[src/rtl/fbf_pkg.sv]
package fbf_pkg;
  localparam int MAX_BURST  = 16;
  localparam int BLEN_W     = $clog2(MAX_BURST) + 1;
  localparam int DESC_WORDS = 4;
  localparam int PAL_BIT    = 28;

  typedef enum logic [2:0] {
    ST_IDLE, ST_DREQ, ST_DRCV, ST_BREQ, ST_BRCV
  } fetch_st_e;

  function automatic logic [BLEN_W-1:0] burst_words(input logic [1:0] sel);
    case (sel)
      2'd1:    burst_words = BLEN_W'(8);
      2'd2:    burst_words = BLEN_W'(16);
      default: burst_words = BLEN_W'(4);
    endcase
  endfunction
endpackage

[src/rtl/fbf_fifo.sv]
module fbf_fifo #(
  parameter  int WIDTH = 33,
  parameter  int DEPTH = 32,
  localparam int PTR_W = $clog2(DEPTH),
  localparam int CNT_W = PTR_W + 1
) (
  input  logic             clk_i,
  input  logic             rst_ni,
  input  logic             push_i,
  input  logic [WIDTH-1:0] wdata_i,
  input  logic             pop_i,
  output logic [WIDTH-1:0] rdata_o,
  output logic             valid_o,
  output logic [CNT_W-1:0] free_o
);
  logic [WIDTH-1:0] mem_q [DEPTH];
  logic [PTR_W-1:0] wr_q, rd_q;
  logic [CNT_W-1:0] cnt_q;
  logic             do_pop;

  assign valid_o = (cnt_q != '0);
  assign do_pop  = pop_i && valid_o;
  assign rdata_o = mem_q[rd_q];
  assign free_o  = CNT_W'(DEPTH) - cnt_q;

  always_ff @(posedge clk_i) begin
    if (push_i) mem_q[wr_q] <= wdata_i;
  end

  always_ff @(posedge clk_i or negedge rst_ni) begin
    if (!rst_ni) begin
      wr_q  <= '0;
      rd_q  <= '0;
      cnt_q <= '0;
    end else begin
      if (push_i) wr_q <= wr_q + 1'b1;
      if (do_pop) rd_q <= rd_q + 1'b1;
      case ({push_i, do_pop})
        2'b10:   cnt_q <= cnt_q + 1'b1;
        2'b01:   cnt_q <= cnt_q - 1'b1;
        default: cnt_q <= cnt_q;
      endcase
    end
  end

  AST_FIFO_NO_OVERFLOW: assert property (@(posedge clk_i) disable iff (!rst_ni)
    push_i && !do_pop |-> cnt_q != CNT_W'(DEPTH));
endmodule

[src/rtl/fbf_fetch_ctl.sv]
module fbf_fetch_ctl
  import fbf_pkg::*;
#(
  parameter int LEN_W = 24,
  parameter int CNT_W = 6
) (
  input  logic              clk_i,
  input  logic              rst_ni,
  input  logic              start_i,
  input  logic [31:0]       desc_addr_i,
  input  logic [1:0]        burst_sel_i,
  input  logic [CNT_W-1:0]  free_i,
  output logic              idle_o,
  output logic              mem_req_o,
  output logic [31:0]       mem_addr_o,
  output logic [BLEN_W-1:0] mem_len_o,
  input  logic              mem_gnt_i,
  input  logic              mem_rvalid_i,
  input  logic [31:0]       mem_rdata_i,
  output logic              push_o,
  output logic              push_pal_o,
  output logic [31:0]       frame_id_o
);
  fetch_st_e         st_q;
  logic [31:0]       desc_q, next_q, src_q, fid_q;
  logic [LEN_W-1:0]  rem_q;
  logic              pal_q;
  logic [1:0]        widx_q;
  logic [BLEN_W-1:0] blen_q, beats_q, cur_len;

  // words for the next burst: full burst or the tail of the run
  assign cur_len = (rem_q < LEN_W'(blen_q)) ? BLEN_W'(rem_q) : blen_q;

  assign idle_o     = (st_q == ST_IDLE);
  assign mem_req_o  = (st_q == ST_DREQ) ||
                      (st_q == ST_BREQ && rem_q != '0 && free_i >= CNT_W'(cur_len));
  assign mem_addr_o = (st_q == ST_DREQ) ? desc_q : src_q;
  assign mem_len_o  = (st_q == ST_DREQ) ? BLEN_W'(DESC_WORDS) : cur_len;
  assign push_o     = (st_q == ST_BRCV) && mem_rvalid_i;
  assign push_pal_o = pal_q;
  assign frame_id_o = fid_q;

  always_ff @(posedge clk_i or negedge rst_ni) begin
    if (!rst_ni) begin
      st_q    <= ST_IDLE;
      desc_q  <= '0;
      next_q  <= '0;
      src_q   <= '0;
      fid_q   <= '0;
      rem_q   <= '0;
      pal_q   <= 1'b0;
      widx_q  <= '0;
      blen_q  <= BLEN_W'(4);
      beats_q <= '0;
    end else begin
      case (st_q)
        ST_IDLE: if (start_i) begin
          desc_q <= desc_addr_i;
          blen_q <= burst_words(burst_sel_i);
          st_q   <= ST_DREQ;
        end
        ST_DREQ: if (mem_gnt_i) begin
          widx_q <= '0;
          st_q   <= ST_DRCV;
        end
        ST_DRCV: if (mem_rvalid_i) begin
          widx_q <= widx_q + 1'b1;
          case (widx_q)
            2'd0: next_q <= mem_rdata_i;
            2'd1: src_q  <= mem_rdata_i;
            2'd2: fid_q  <= mem_rdata_i;
            default: begin
              rem_q <= mem_rdata_i[LEN_W-1:0];
              pal_q <= mem_rdata_i[PAL_BIT];
              st_q  <= ST_BREQ;
            end
          endcase
        end
        ST_BREQ: begin
          if (rem_q == '0) begin
            desc_q <= next_q;
            st_q   <= ST_DREQ;
          end else if (mem_req_o && mem_gnt_i) begin
            beats_q <= cur_len;
            st_q    <= ST_BRCV;
          end
        end
        ST_BRCV: if (mem_rvalid_i) begin
          src_q   <= src_q + 32'd4;
          rem_q   <= rem_q - 1'b1;
          beats_q <= beats_q - 1'b1;
          if (beats_q == BLEN_W'(1)) st_q <= ST_BREQ;
        end
        default: st_q <= ST_IDLE;
      endcase
    end
  end

  AST_REQ_HOLD: assert property (@(posedge clk_i) disable iff (!rst_ni)
    mem_req_o && !mem_gnt_i |=> mem_req_o && $stable(mem_addr_o) && $stable(mem_len_o));
  AST_LEN_RANGE: assert property (@(posedge clk_i) disable iff (!rst_ni)
    mem_req_o |-> mem_len_o != '0 && mem_len_o <= BLEN_W'(MAX_BURST));
  AST_SPACE_AT_GRANT: assert property (@(posedge clk_i) disable iff (!rst_ni)
    mem_req_o && mem_gnt_i && st_q == ST_BREQ |-> free_i >= CNT_W'(mem_len_o));
endmodule

[src/rtl/fb_desc_fetch.sv]
module fb_desc_fetch
  import fbf_pkg::*;
#(
  parameter  int FIFO_DEPTH = 32,
  parameter  int LEN_W      = 24,
  localparam int CNT_W      = $clog2(FIFO_DEPTH) + 1
) (
  input  logic              clk_i,
  input  logic              rst_ni,
  input  logic              start_i,
  input  logic [31:0]       desc_addr_i,
  input  logic [1:0]        burst_sel_i,
  input  logic              hold_en_i,
  output logic              mem_req_o,
  output logic [31:0]       mem_addr_o,
  output logic [BLEN_W-1:0] mem_len_o,
  input  logic              mem_gnt_i,
  input  logic              mem_rvalid_i,
  input  logic [31:0]       mem_rdata_i,
  input  logic              pix_rd_i,
  output logic              pix_valid_o,
  output logic [31:0]       pix_data_o,
  output logic              pix_pal_o,
  output logic [31:0]       frame_id_o,
  output logic              underrun_o
);
  logic             idle, push, push_pal, prot_q, under_q;
  logic [CNT_W-1:0] free;
  logic [32:0]      head;
  logic [31:0]      last_q;

  fbf_fetch_ctl #(.LEN_W(LEN_W), .CNT_W(CNT_W)) u_ctl (
    .clk_i, .rst_ni, .start_i, .desc_addr_i, .burst_sel_i,
    .free_i(free), .idle_o(idle),
    .mem_req_o, .mem_addr_o, .mem_len_o, .mem_gnt_i, .mem_rvalid_i, .mem_rdata_i,
    .push_o(push), .push_pal_o(push_pal), .frame_id_o
  );

  fbf_fifo #(.WIDTH(33), .DEPTH(FIFO_DEPTH)) u_fifo (
    .clk_i, .rst_ni,
    .push_i(push), .wdata_i({push_pal, mem_rdata_i}),
    .pop_i(pix_rd_i), .rdata_o(head), .valid_o(pix_valid_o), .free_o(free)
  );

  assign pix_pal_o  = pix_valid_o && head[32];
  assign pix_data_o = pix_valid_o ? head[31:0] : (prot_q ? last_q : 32'd0);
  assign underrun_o = under_q;

  always_ff @(posedge clk_i or negedge rst_ni) begin
    if (!rst_ni) begin
      prot_q  <= 1'b0;
      under_q <= 1'b0;
      last_q  <= '0;
    end else begin
      if (start_i && idle)           prot_q  <= hold_en_i;
      if (pix_rd_i && !pix_valid_o)  under_q <= 1'b1;
      if (pix_rd_i && pix_valid_o)   last_q  <= head[31:0];
    end
  end

  AST_UNDERRUN_STICKY: assert property (@(posedge clk_i) disable iff (!rst_ni)
    underrun_o |=> underrun_o);
  AST_HOLD_LAST: assert property (@(posedge clk_i) disable iff (!rst_ni)
    prot_q && !pix_valid_o && $past(pix_rd_i && pix_valid_o) |-> pix_data_o == $past(pix_data_o));
endmodule

[config.mk]
export PLATFORM = sky130hd
export DESIGN_NAME = fb_desc_fetch
export DESIGN_NICKNAME = d
export VERILOG_FILES = /design/src/rtl/fbf_pkg.sv /design/src/rtl/fbf_fifo.sv /design/src/rtl/fbf_fetch_ctl.sv /design/src/rtl/fb_desc_fetch.sv
export SDC_FILE = /design/constraint.sdc
export NUM_CORES = 2
export LEC_CHECK = 0
export CAP_MARGIN = 40
export CORE_UTILIZATION = 55
export DETAILED_ROUTE_END_ITERATION = 7
export DONT_BUFFER_PORTS = 1
export GPL_ROUTABILITY_DRIVEN = 0
export PLACE_DENSITY = 0.75
export SYNTH_ARGS = -nofsm -noshare
export SYNTH_HDL_FRONTEND = slang
export SYNTH_SLANG_ARGS = --single-unit
[constraint.sdc]
create_clock -name clk_i -period 7.2 [get_ports clk_i]
set_input_delay 0 -clock clk_i [delete_from_list [all_inputs] [get_ports clk_i]]
set_output_delay 0 -clock clk_i [all_outputs]
set_load 0.01 [all_outputs]
==> summary.txt <==
Synthesis
  – Post-synthesis mux area share: 13.5%
  – YS warnings: 0
  – Synth cell types: 70
  – Adder-Cell Fraction of Synth Area: 0.719%
  – Post-Syn Area per Cell: 16.4 um2
  – Post-synth EDFFs: 1056
  – Ys async rst share: 17.0%
  – Largest family of logic cells by synthesized area: multiplexers
  – Post-Synth XOR/XNOR Area: 0.255%
  – Synth Instances: 3143
  – Register bit total from synthesis: 1272
  – Synth Area in Compound Gates: 6.82%
  – Synth Area in Simple Gates: 4.84%
  – Post-synthesis cell area: 51500 um2
  – Sequential share of the synthesized area: 72.1%
  – Main synth FF type: edfxtp_1
  – Syn Nets: 3245

Timing
  – Final hold vios: 25
  – Fmax: 216 MHz
  – WHS: -0.0227 ns
  – Fin crit period: 4.64 ns
  – Final Max Tran Viols: 0
  – TNS Setup: 0 ns
  – Setup violations, final: 0
  – Final cycle utilization of the critical path: 64.4%
  – Worst-margin pin slew: 1.38 ns
  – Worst Slack Setup Final: 2.56 ns
  – Slew HR: 8.32%
  – Clk_skew: 0.0236 ns
  – Setup repair after global routing missed its margin: no

Global routing
  – First-pass GRT wire length: 190 mm
  – Total GRT Usage: 27.3%
  – Antenna violations before repair: 9
  – Global route overflow: 0
  – Vias in the first global route: 30100
  – Largest net degree at the start of global routing: 217

Placed design
  – Buffers on Ports: 0
  – Half-perimeter wire length after placement: 72.2 mm
  – Post-Place Worst Slack: 2.97 ns

Setup path
  – CP cell instances: nor4_1, nand4_1, a211oi_2, mux2i_1, ha_1, a211o_1, a31oi_1, o2111ai_1, a21o_1, a21oi_1, nor2_1, dlygate4sd3_1
  – Crit-path slowest cell: nor4_1
  – Arr. time, crit path: 5.25 ns
  – Critical path peak fanout: 7
  – Crit path largest cell delay: 0.71 ns
  – Endpoint class of the critical path: register
  – Startpoint Class: register
  – WP data required: 7.81 ns
  – CP Class: register to register

Drt
  – # DRC: 0
  – Remaining antenna violation count after routing: 0
  – Detailed-router iteration count before antenna repair: 6
  – Avg WL per Cell: 27.9 um
  – Vias after detailed routing: 29600
  – Drt via density: 6.42
  – Final WL: 129 mm
  – DRT iter0 DRCs: 3373

Floorplanning
  – Core footprint: 92200 um2
  – Starting density of the core: 55.8%
  – Die area: 94800 um2
  – # IOs: 178
  – DIE HEIGHT: 308 um
  – Die W: 308 um
  – Std cell rows: 111

Clocking
  – Worst-path clk slew: 0.06 ns
  – Cts bufs inserted: 130
  – Post-CTS sizing: 0
  – H-Tree Depth: 4
  – CTS tree: yes
  – Clock Latency Late Sink: 0.74 ns
  – Clock Root Buffer: clkbuf_16
  – CTS max path bufs: 3
  – Post-CTS Setup Bufs: 0
  – # clock sinks: 1272

Final layout
  – Most frequent cells in the layout: edfxtp_1, nand2_1, dfrtp_1
  – Most common cell after layout, fill and taps aside: edfxtp_1
  – # nets final: 3363
  – Fillers: 6229
  – Layout area overhead: 14.3%
  – Layout cells sized above 1: 20.6%

Power and ir drop
  – Static Leak: 20.5 nW
  – Tot Pwr: 0.0227 W
  – Worst VDD drop: 0.316 mV
  – Power Density: 385 nW/um2

Worst hold path
  – Worst hold path type: input pin to asynchronous set/reset pin

Outcome
  – Outcome: finished, violations left
  – Failing checks: negative hold slack

Job
  – Max Cap Viol: 0
[Yosys cell counts, types with 2 or more instances]
cell	n	share of area (%)
a21o_1	12	0.18
a21oi_1	169	1.6
a22o_1	69	1.2
a22oi_1	70	1.0
a2bb2oi_1	2	0.034
a31o_2	4	0.068
a31oi_1	8	0.097
a32oi_1	3	0.051
a41oi_1	2	0.034
and2_1	4	0.049
and3_1	10	0.12
buf_1	19	0.14
buf_2	31	0.30
clkbuf_1	141	1.0
dfrtp_1	215	10
edfxtp_1	1056	62
ha_1	28	0.68
inv_1	32	0.23
mux2_2	198	4.3
mux2i_1	163	3.2
mux4_2	138	6.0
nand2_1	225	1.6
nand2b_1	11	0.13
nand3_1	15	0.15
nand3b_1	5	0.073
nand4_1	11	0.13
nor2_1	122	0.89
nor2b_1	5	0.061
nor3_1	108	1.1
nor3b_1	3	0.044
nor4_1	9	0.11
nor4b_1	2	0.034
o21ai_0	97	0.94
o221ai_1	2	0.034
o22a_1	6	0.10
o22ai_1	80	0.97
o2bb2ai_1	5	0.085
o31ai_1	3	0.044
o32ai_1	2	0.034
or2_2	4	0.049
or3_1	6	0.073
or3b_2	4	0.068
or4_1	4	0.058
xnor2_1	11	0.19
xor2_1	4	0.068
[power by group]
| group | leakage (nW) | internal, W | total, W | switching [W] |
|---|---|---|---|---|
| logic | 6.35 | 0.00272 | 0.00674 | 0.00402 |
| registers | 12.1 | 0.00862 | 0.00932 | 0.000702 |
| clock network | 2.06 | 0.00383 | 0.00662 | 0.00279 |
| total | 20.5 | 0.0152 | 0.0227 | 0.00751 |
[logic make-up after synthesis]
| kind of cell | after synthesis |
|---|---|
| buffers and inverters | 224 |
| multiplexers | 499 |
| adder cells (fa/ha/maj) | 29 |
| AND/OR/NAND/NOR | 554 |
| XOR/XNOR | 15 |
| flip-flops | 1272 |
| AO/OA/AOI/OAI | 550 |
[per-layer routing]
metal / share of wire, % / up-vias / global-route usage, %
met4: 2.6 / 4 / 8.20
met2: 50 / 1626 / 45.9
met3: 9.6 / 268 / 5.34
met1: 38 / 15100 / 36.2
met5: 0.017 / - / 0
li1: - / 12600 / -
[worst max-delay path: cells and delay by family (launching register included)]
kind	cells	cell delay (ns)
muxes	1	0.42
and+or+nand+nor	3	1.17
AOI/OAI and AO/OA	6	1.65
buffers and inverters	1	0.54
DFF	1	0.42
adders and majority gates	1	0.32
[what timing repair did]
action	CTS	global route
endpoints found under the setup margin	0	0
hold buffers	109	0
hold endpoints to repair	1448	0
[path summary, 6_finish.rpt]
path | from | endpoint | slack, ns | depth (start not counted)
setup / recovery | u_ctl.rem_q[17] | u_ctl.st_q[2] | 2.56 | 12
hold / removal | rst_ni | u_ctl.desc_q[27] | -0.02 | 2
setup reg to reg | u_ctl.rem_q[17] | u_ctl.st_q[2] | 2.56 | 12
hold reg to reg | last_q[3] | last_q[3] | 0.48 | 2
max in group asynchronous | rst_ni | u_fifo.rd_q[0] | 5.93 | 2
min in group clk_i | desc_addr_i[11] | u_ctl.desc_q[11] | 0.04 | 3
[state kept, by name (all words and copies together) (netlist names), 5 cells and up]
signal            cells
last_q               32
u_ctl.beats_q         5
u_ctl.desc_q         32
u_ctl.frame_id_o     32
u_ctl.next_q         32
u_ctl.rem_q          24
u_ctl.src_q          32
u_fifo.cnt_q          6
u_fifo.mem_q       1056
u_fifo.rd_q           5
u_fifo.wr_q           5
[area by class of cell]
type                            instances  area, um2  share of cell area [%]
Sequential cell                      1272      37100                    63.1
Multi-Input combinational cell       1647      13800                    23.4
Clock buffer                          175       3580                    6.08
Timing Repair Buffer                  178       2080                    3.54
Tap cell                             1243       1560                    2.64
Clock inverter                         63        618                    1.05
Inverter                               32        120                   0.204
Antenna cell                            8       20.0                  0.0340
[per-stage QoR]
step	utilization [%]	cell area [um2]	instances	hold WS, ns
6_report	63.8	58900	4618	-0.0227
5_1_grt	63.8	58800	4612	0.0470
4_1_cts	63.8	58800	4610	0.00609
3_5_place_dp	57.7	53200	4263	-0.288
3_3_place_gp	57.5	53100	4255	-0.286
2_1_floorplan	-	51500	3143	-0.296
Note: power is estimated with default switching activity, not from simulation.
